`config.mk`:
```
export PLATFORM = sky130hd
export DESIGN_NAME = alu4_flag_unit
export DESIGN_NICKNAME = d
export VERILOG_FILES = /design/src/rtl/alu4_pkg.sv /design/src/rtl/alu4_rst_sync.sv /design/src/rtl/alu4_addsub.sv /design/src/rtl/alu4_core.sv /design/src/rtl/alu4_flags.sv /design/src/rtl/alu4_flag_unit.sv
export SDC_FILE = /design/constraint.sdc
export NUM_CORES = 1
export LEC_CHECK = 0
export BUFFER_PORTS_ARGS = -buffer_cell sky130_fd_sc_hd__buf_2
export CAP_MARGIN = 20
export CORE_MARGIN = 4
export CORE_UTILIZATION = 45
export CTS_BUF_LIST = sky130_fd_sc_hd__clkbuf_8
export CTS_CLUSTER_DIAMETER = 100
export CTS_CLUSTER_SIZE = 40
export DETAILED_ROUTE_END_ITERATION = 12
export PLACE_DENSITY = 0.74
export SETUP_SLACK_MARGIN = 0.4
export SLEW_MARGIN = 20
export SYNTH_ARGS = -nofsm -noshare
export SYNTH_HDL_FRONTEND = slang
export SYNTH_SLANG_ARGS = --single-unit
```
`constraint.sdc`:
```
create_clock -name clk -period 10.9 [get_ports clk]
set_clock_uncertainty 0.2 [all_clocks]
set_input_delay 2.18 -clock clk [delete_from_list [all_inputs] [get_ports clk]]
set_output_delay 2.18 -clock clk [all_outputs]
set_load 0.01 [all_outputs]
```
`src/rtl/alu4_pkg.sv`:
```
package alu4_pkg;
  localparam int unsigned DW    = 4;
  localparam int unsigned OPW   = 3;
  localparam int unsigned SYNCN = 2;

  typedef enum logic [OPW-1:0] {
    OP_PASS = 3'd0,
    OP_NAND = 3'd1,
    OP_ADD  = 3'd2,
    OP_SUB  = 3'd3,
    OP_CMP  = 3'd4
  } alu_op_e;

  typedef struct packed {
    logic upd_cf;
    logic upd_zf;
    logic cf_new;
    logic zf_new;
  } flag_upd_t;
endpackage

```
`src/rtl/alu4_rst_sync.sv`:
```
module alu4_rst_sync #(
  parameter int unsigned STAGES = 2
) (
  input  logic clk,
  input  logic rst_n,
  output logic rst_q_n
);
  logic [STAGES-1:0] chain_q;

  always_ff @(posedge clk or negedge rst_n) begin
    if (!rst_n) chain_q <= '0;
    else        chain_q <= {chain_q[STAGES-2:0], 1'b1};
  end

  assign rst_q_n = chain_q[STAGES-1];
endmodule

```
`src/rtl/alu4_addsub.sv`:
```
module alu4_addsub #(
  parameter int unsigned W = 4
) (
  input  logic [W-1:0] a_i,
  input  logic [W-1:0] b_i,
  input  logic         sub_i,
  output logic [W-1:0] sum_o,
  output logic         cout_o
);
  logic [W:0]   carry;
  logic [W-1:0] b_eff;

  assign carry[0] = sub_i;

  for (genvar i = 0; i < W; i++) begin : g_fa
    assign b_eff[i]   = b_i[i] ^ sub_i;
    assign sum_o[i]   = a_i[i] ^ b_eff[i] ^ carry[i];
    assign carry[i+1] = (a_i[i] & b_eff[i]) | (carry[i] & (a_i[i] ^ b_eff[i]));
  end

  assign cout_o = carry[W];
endmodule

```
`src/rtl/alu4_core.sv`:
```
module alu4_core
  import alu4_pkg::*;
#(
  parameter int unsigned W = DW
) (
  input  logic [OPW-1:0] op_i,
  input  logic [W-1:0]   acc_i,
  input  logic [W-1:0]   opnd_i,
  output logic [W-1:0]   res_o,
  output logic           writes_o,
  output flag_upd_t      upd_o
);
  logic [W-1:0] nand_v;
  logic [W-1:0] as_sum;
  logic         as_cout;
  logic         is_sub;

  for (genvar i = 0; i < W; i++) begin : g_nand
    assign nand_v[i] = ~(acc_i[i] & opnd_i[i]);
  end

  assign is_sub = (op_i == OP_SUB) || (op_i == OP_CMP);

  alu4_addsub #(.W(W)) u_addsub (
    .a_i    (acc_i),
    .b_i    (opnd_i),
    .sub_i  (is_sub),
    .sum_o  (as_sum),
    .cout_o (as_cout)
  );

  always_comb begin
    res_o         = acc_i;
    writes_o      = 1'b0;
    upd_o.upd_cf  = 1'b0;
    upd_o.upd_zf  = 1'b0;
    upd_o.cf_new  = 1'b0;
    case (op_i)
      OP_PASS: begin
        res_o        = opnd_i;
        writes_o     = 1'b1;
        upd_o.upd_zf = 1'b1;
      end
      OP_NAND: begin
        res_o        = nand_v;
        writes_o     = 1'b1;
        upd_o.upd_zf = 1'b1;
      end
      OP_ADD: begin
        res_o        = as_sum;
        writes_o     = 1'b1;
        upd_o.upd_zf = 1'b1;
        upd_o.upd_cf = 1'b1;
        upd_o.cf_new = as_cout;
      end
      OP_SUB, OP_CMP: begin
        res_o        = as_sum;
        writes_o     = (op_i == OP_SUB);
        upd_o.upd_zf = 1'b1;
        upd_o.upd_cf = 1'b1;
        upd_o.cf_new = ~as_cout;
      end
      default: ;
    endcase
    upd_o.zf_new = (res_o == '0);
  end
endmodule

```
`src/rtl/alu4_flags.sv`:
```
module alu4_flags
  import alu4_pkg::*;
(
  input  logic      clk,
  input  logic      rst_q_n,
  input  logic      en_i,
  input  flag_upd_t upd_i,
  output logic      cf_o,
  output logic      zf_o
);
  logic cf_q, zf_q, cf_d, zf_d;

  always_comb begin
    cf_d = cf_q;
    zf_d = zf_q;
    if (en_i && upd_i.upd_cf) cf_d = upd_i.cf_new;
    if (en_i && upd_i.upd_zf) zf_d = upd_i.zf_new;
  end

  always_ff @(posedge clk or negedge rst_q_n) begin
    if (!rst_q_n) begin
      cf_q <= 1'b0;
      zf_q <= 1'b0;
    end else begin
      cf_q <= cf_d;
      zf_q <= zf_d;
    end
  end

  assign cf_o = cf_q;
  assign zf_o = zf_q;
endmodule

```
`src/rtl/alu4_flag_unit.sv`:
```
module alu4_flag_unit
  import alu4_pkg::*;
(
  input  logic           clk,
  input  logic           rst_n,
  input  logic           en_i,
  input  logic [OPW-1:0] op_i,
  input  logic [DW-1:0]  acc_i,
  input  logic [DW-1:0]  opnd_i,
  output logic [DW-1:0]  res_o,
  output logic           wr_acc_o,
  output logic           cf_o,
  output logic           zf_o
);
  logic      rst_sync_n;
  logic      writes;
  flag_upd_t upd;

  alu4_rst_sync #(.STAGES(SYNCN)) u_rst (
    .clk     (clk),
    .rst_n   (rst_n),
    .rst_q_n (rst_sync_n)
  );

  alu4_core #(.W(DW)) u_core (
    .op_i     (op_i),
    .acc_i    (acc_i),
    .opnd_i   (opnd_i),
    .res_o    (res_o),
    .writes_o (writes),
    .upd_o    (upd)
  );

  alu4_flags u_flags (
    .clk     (clk),
    .rst_q_n (rst_sync_n),
    .en_i    (en_i),
    .upd_i   (upd),
    .cf_o    (cf_o),
    .zf_o    (zf_o)
  );

  assign wr_acc_o = en_i & writes;
endmodule

```
* After elaboration in Yosys (flattened, before gate mapping)
Cells that the tools add are included.
** Cells by class
- $add $sub $neg :: 0
- Multiply operators :: 0
- Divide/modulo/power cells :: 0
- $lt $le $gt $ge :: 0
- Equal/unequal tests :: 4
- Shifts and indexed selects :: 0
- Mux-type cells :: 5
- Bitwise operators :: 34
- Reductions and logical operators :: 9
** Operator list (count)
- 1-bit AND :: 13
- 4-bit case mux with 3 select lines :: 1
- 1-bit bitwise XOR :: 12
- 3-bit by 2-bit == test with 1-bit output (second input constant) :: 2
- 3-bit OR reduction :: 2
- 1-bit inverter :: 5
- 5-bit OR reduction :: 1
- 4-bit logical NOT :: 1
- 1-bit bitwise OR :: 4
- 1-bit case mux with 2 select lines :: 2
- 3-bit by 1-bit == test with 1-bit output (second input constant) :: 1
- 3-bit == test (second input constant) :: 1
- 3-bit logical NOT :: 1
- 1-bit logical AND :: 2
- 1-bit 2-to-1 mux :: 2
- 2-bit OR reduction :: 1
- 1-bit logical OR :: 1
** Storage, ports and cells
- Flip-flop bits (word level) :: 4
- Latch bits :: 0
- Bits in writable memories :: 0
- Memory bits (read-only) :: 0
- Input bits :: 14
- Output and inout bits :: 7
- Logic and storage cells :: 55
- Memories :: 0

* Depth between registers and ports, before layout
- Depth after elaboration :: 14
- Mapped depth :: 14
- Depth with buffers taken out :: 13

* Cells and area by module
From an unflattened synthesis, not the netlist that was laid out.
** Unflattened totals
- Cell total of the unflattened synthesis :: 63
- Area total of the unflattened synthesis :: 534.3 um^2
** By module, submodules not included
- alu4_core :: instances 1, cells an instance 41, area each 265.3 um^2, seq. area each 0.0 um^2
- alu4_addsub :: instances 1, cells an instance 12, area each 121.4 um^2, seq. area each 0.0 um^2
- alu4_flags :: instances 1, cells an instance 6, area each 87.6 um^2, seq. area each 50.0 um^2
- alu4_rst_sync :: instances 1, cells an instance 3, area each 53.8 um^2, seq. area each 50.0 um^2
- alu4_flag_unit :: instances 1, cells an instance 1, area each 6.3 um^2, seq. area each 0.0 um^2

* Worst setup path after synthesis
Ideal clock, no wire load.
- Path kind :: input to output
- Start :: in op_i[2]
- End :: out res_o[3]
- Arrival time :: 4613 ps
- Data required time :: 8520 ps
- Setup slack :: 3907 ps
- Stages :: 12
- Path buffers :: 2
- Cells stage by stage :: buf_2 buf_2 o21ai_2 xnor2_1 fa_1 inv_1 fa_1 inv_1 fa_1 or3b_1 a32oi_2 nor2_1
** On the way
- Longest elaborated chain between the ends :: 12
- Elaborated cells between the ends (all ways) :: 26
- Classes of those cells :: eq/ne: 4; mux: 1; bitwise: 18; reduce/logical: 3
** Ends and longest elaborated chain
- start: declaration :: RTL line alu4_flag_unit.sv:7 : input logic [OPW-1:0] op_i,
- 3-bit by 2-bit == test with 1-bit output or 3-bit == test (tied branches) :: RTL line alu4_core.sv:22, alu4_core.sv:38
- 1-bit logical OR :: RTL line alu4_core.sv:22 : assign is_sub = (op_i == OP_SUB) || (op_i == OP_CMP);
- 1-bit bitwise XOR :: RTL line alu4_addsub.sv:16 : assign b_eff[i] = b_i[i] ^ sub_i;
- 1-bit bitwise XOR :: RTL line alu4_addsub.sv:18 : assign carry[i+1] = (a_i[i] & b_eff[i]) | (carry[i] & (a_i[i] ^ b_eff[i]));
- 1-bit AND :: RTL line alu4_addsub.sv:18
- 1-bit bitwise OR :: RTL line alu4_addsub.sv:18
- 1-bit AND :: RTL line alu4_addsub.sv:18
- 1-bit bitwise OR :: RTL line alu4_addsub.sv:18
- 1-bit AND :: RTL line alu4_addsub.sv:18
- 1-bit bitwise OR :: RTL line alu4_addsub.sv:18
- 1-bit bitwise XOR :: RTL line alu4_addsub.sv:17 : assign sum_o[i] = a_i[i] ^ b_eff[i] ^ carry[i];
- 4-bit case mux with 3 select lines (*) :: RTL line alu4_core.sv:38 : case (op_i)
- end: declaration :: RTL line alu4_flag_unit.sv:10 : output logic [DW-1:0] res_o,
Every way passes the cells marked *; elsewhere a longest branch is shown, timed or not.

* Worst setup path in the final report
- Start :: in op_i[1]
- End :: out res_o[3]
Same word-level chain as after synthesis.

==> parameters.txt <==
Parameter                              Value

Place
  Port Buf Inserts ... 20
  Detailed Place HPWL ... 990.2 um
  Total placed cells including tap cells ... 106
  Worst-case setup slack after placement ... 3642 ps
  Placer congestion estimate ... 0.7519

Layout
  Share of layout cells above drive strength 1 ... 0.2813
  Final Non-Filler Cells ... 110
  Area Growth Syn to Fin ... 22.87%
  ANT cells ... 0
  Leading cell types in the layout, fill and taps excluded ... sky130_fd_sc_hd__buf_2 (20), sky130_fd_sc_hd__nand2_1 (9), sky130_fd_sc_hd__nor2_1 (8)
  Most common cell after layout, fill and taps aside ... sky130_fd_sc_hd__buf_2
  Final Net Count ... 116

Hold path
  Tightest Hold Check Type ... register to register

Worst setup path
  Worst endpoint required time ... 8520 ps
  Critical path's largest stage delay ... 480 ps
  Reg2reg setup slack ... 9770 ps
  Critical path peak fanout ... 22
  Crit path max-delay family ... adder cells
  CP Buf/Inv Count ... 4
  Element type at the critical path start ... input pin
  Critical Path End Type ... output pin
  Startpoint-to-endpoint class of the critical path ... input pin to output pin
  Worst Path Arrival ... 4880 ps
  Crit-path most repeated cell ... sky130_fd_sc_hd__fa_1
  Highest-delay cell along the critical path ... sky130_fd_sc_hd__fa_1
  CP Cell Sequence ... buf_2, nor2_1, nand2_1, o21ai_2, xnor2_1, fa_1, inv_1, fa_1, inv_1, fa_1, or3b_1, a32oi_2, nor2_1, buf_2

CTS
  Latest clock arrival within the worst-skew pair ... 210 ps
  Number of resized instances in the post-cts repair step ... 0
  Clk sink count ... 4
  Inserted Clock Buffers ... 3
  Clock tree from TritonCTS ... yes
  Number of buffers between clock root and the deepest sink ... 2
  CTS Root Cell ... sky130_fd_sc_hd__clkbuf_8
  H-tree levels ... 1
  CTS clk-pin slew, worst paths ... 30 ps

Route
  Final wirelength ... 1321 um
  Wire per inst ... 12.01 um
  Iteration-0 DRC count of the detailed router ... 5
  Antenna violation net count after detailed routing ... 0
  Detailed Routing Iterations Pass 1 ... 4
  Number of remaining DRC errors ... 0
  Total via count after detailed routing ... 602
  Drt via density ... 5.473

Yosys
  Gate count after technology mapping ... 77
  Synth cell types ... 34
  Synth Area in Simple Gates ... 0.2952
  Dominant combinational cell family by area after synthesis ... simple AND/OR/NAND/NOR gates
  Number of nets in the synthesized netlist ... 95
  Summed instance area of the synthesized netlist ... 601.8 um^2
  Fraction of the mapped netlist area in compound gates ... 0.2682
  Mux contribution to synthesized area ... 0.01663
  Share of the synthesized netlist area taken by xor and xnor gates ... 0.04366
  Total of warnings raised by yosys ... 0
  Average size of a mapped cell ... 7.816 um^2
  Flop and latch count out of synthesis ... 4
  Synth Area in Adders ... 0.1206
  Portion of the post-synthesis area used by sequential elements ... 0.1663

Pwr
  Static Leakage ... 0.3405 nW
  Total power divided by cell area ... 110.4 mW/mm^2
  Overall power after layout ... 0.08160 mW
  Maximum VDD drop ... 0.1343 mV

Timing
  Fin crit period ... 7259 ps
  Unrepaired setup endpoints after global routing ... no
  Number of max-slew violations in the final report ... 0
  Worst path setup slack after routing ... 3641 ps
  Smallest hold slack ... 146.3 ps
  Final TNS setup ... 0 ps
  Setup-violating endpoint count in the final report ... 0
  Final hold violation count ... 0
  Post-route clock period utilization ... 0.6660
  F_max ... 137.8 MHz

GRT
  Global-route congestion overflow total ... 0
  Via count of the first global-routing pass ... 526
  Global Route Usage Sum ... 0.1545
  Wire length of the first global-routing pass ... 2339 um
  Pin count of the biggest net entering global routing ... 23
  Number of antenna violations at the first check in global routing ... 0

Die
  Die boundary width ... 44.57 um
  Core Box Area ... 0.001186 mm^2
  Vertical extent of the die ... 44.57 um
  Count of standard-cell rows ... 12
  Io pins ... 21
  Area of the die ... 0.001986 mm^2
  Initial core utilization ... 0.5074

Job
  Max-cap violations ... 0

Run status
  Run status ... finished clean
==> metal layers <==
layer,GRT usage,vias up,part of all wire
met4,0.03614,0,0
met5,0,-,0
met1,0.2108,275,0.47
met3,0.04878,0,0.056
met2,0.2350,17,0.47
li1,-,310,-
==> cells in the mapped netlist <==
| cell | number | area, um^2 |
|---|---|---|
| sky130_fd_sc_hd__o22ai_1 | 1 | 6.260 |
| sky130_fd_sc_hd__mux2i_1 | 1 | 10.01 |
| sky130_fd_sc_hd__nor2b_1 | 2 | 12.51 |
| sky130_fd_sc_hd__o21a_1 | 2 | 15.01 |
| sky130_fd_sc_hd__a22oi_1 | 1 | 7.510 |
| sky130_fd_sc_hd__nand2_1 | 9 | 33.78 |
| sky130_fd_sc_hd__nor2_1 | 8 | 30.03 |
| sky130_fd_sc_hd__nand4bb_1 | 1 | 11.26 |
| sky130_fd_sc_hd__or3_1 | 2 | 12.51 |
| sky130_fd_sc_hd__a32o_1 | 1 | 10.01 |
| sky130_fd_sc_hd__nor4bb_1 | 1 | 10.01 |
| sky130_fd_sc_hd__nor3_1 | 1 | 5.000 |
| sky130_fd_sc_hd__conb_1 | 1 | 3.750 |
| sky130_fd_sc_hd__a32oi_2 | 1 | 16.27 |
| sky130_fd_sc_hd__nand2b_1 | 3 | 18.77 |
| sky130_fd_sc_hd__a211o_1 | 2 | 17.52 |
| sky130_fd_sc_hd__fa_1 | 3 | 60.06 |
| sky130_fd_sc_hd__a21oi_1 | 6 | 30.03 |
| sky130_fd_sc_hd__nand3_1 | 1 | 5.000 |
| sky130_fd_sc_hd__buf_6 | 1 | 11.26 |
| sky130_fd_sc_hd__a32oi_1 | 2 | 17.52 |
| sky130_fd_sc_hd__xor2_1 | 1 | 8.760 |
| sky130_fd_sc_hd__ha_1 | 1 | 12.51 |
| sky130_fd_sc_hd__o21ai_1 | 2 | 10.01 |
| sky130_fd_sc_hd__inv_1 | 5 | 18.77 |
| sky130_fd_sc_hd__dfrtp_1 | 4 | 100.1 |
| sky130_fd_sc_hd__nand4b_1 | 1 | 8.760 |
| sky130_fd_sc_hd__o21ai_0 | 2 | 10.01 |
| sky130_fd_sc_hd__o31ai_2 | 1 | 12.51 |
| sky130_fd_sc_hd__xnor2_1 | 2 | 17.52 |
| sky130_fd_sc_hd__or3b_1 | 2 | 17.52 |
| sky130_fd_sc_hd__buf_2 | 4 | 20.02 |
| sky130_fd_sc_hd__and4bb_2 | 1 | 12.51 |
| sky130_fd_sc_hd__o21ai_2 | 1 | 8.760 |
==> worst reg2reg max path, cell delays in order (launching register included) <==
cell and delay [ps]:
sky130_fd_sc_hd__dfrtp_1 400, sky130_fd_sc_hd__a32o_1 210, sky130_fd_sc_hd__a21oi_1 130, sky130_fd_sc_hd__nand2_1 60
==> flip-flops by register name (all words and copies together), names as in the netlist <==
name           count
u_flags.cf_o       1
u_flags.zf_o       1
u_rst.chain_q      2
==> stage by stage <==
stage,utilization,instance area [um^2]
after floorplan,-,601.8
after global placement,0.5802,688.2
after detailed placement,0.5802,688.2
after CTS,0.6234,739.5
after global routing,0.6234,739.5
final,0.6234,739.5
==> power breakdown <==
part | leakage [nW] | switching [mW] | internal [mW]
logic | 0.271 | 0.0182 | 0.0152
clock network | 0.0216 | 0.00696 | 0.0235
registers | 0.0481 | 0.00123 | 0.0165
total | 0.340 | 0.0264 | 0.0552
==> cells by family (layout without fill, tap and decap cells) <==
kind of cell	count (synthesis)	in the layout
simple gates	32	32
compound gates	22	22
buf+inv	10	29
fa+ha+maj	4	4
flops	4	4
xor+xnor	3	3
other cells	1	1
mux	1	1
==> cell type report <==
class / instances / area (um^2)
Clock buffer: 3 / 41.29
Timing Repair Buffer: 21 / 110.1
Inverter: 5 / 18.77
Fill cell: 116 / 446.7
Sequential cell: 4 / 100.1
Tap cell: 14 / 17.52
Multi-Input combinational cell: 63 / 451.7
==> final timing paths <==
kind                       cells after the start                  startpoint                         end
setup reg to reg                               3    u_flags.cf_o$_DFFE_PN0P_    u_flags.cf_o$_DFFE_PN0P_
max in group asynchronous                      1                       rst_n  u_rst.chain_q[0]$_DFF_PN0_
min in group asynchronous                      1  u_rst.chain_q[1]$_DFF_PN0_    u_flags.zf_o$_DFFE_PN0P_
setup / recovery                              14                     op_i[1]                    res_o[3]
hold / removal                                 0  u_rst.chain_q[0]$_DFF_PN0_  u_rst.chain_q[1]$_DFF_PN0_
hold reg to reg                                0  u_rst.chain_q[0]$_DFF_PN0_  u_rst.chain_q[1]$_DFF_PN0_
==> timing repair <==
action / in CTS / in global routing
hold buffers: 1 / 0
hold endpoints to repair: 2 / 0
setup buffers: 0 / 0
Note: power is estimated with default switching activity, not from simulation.
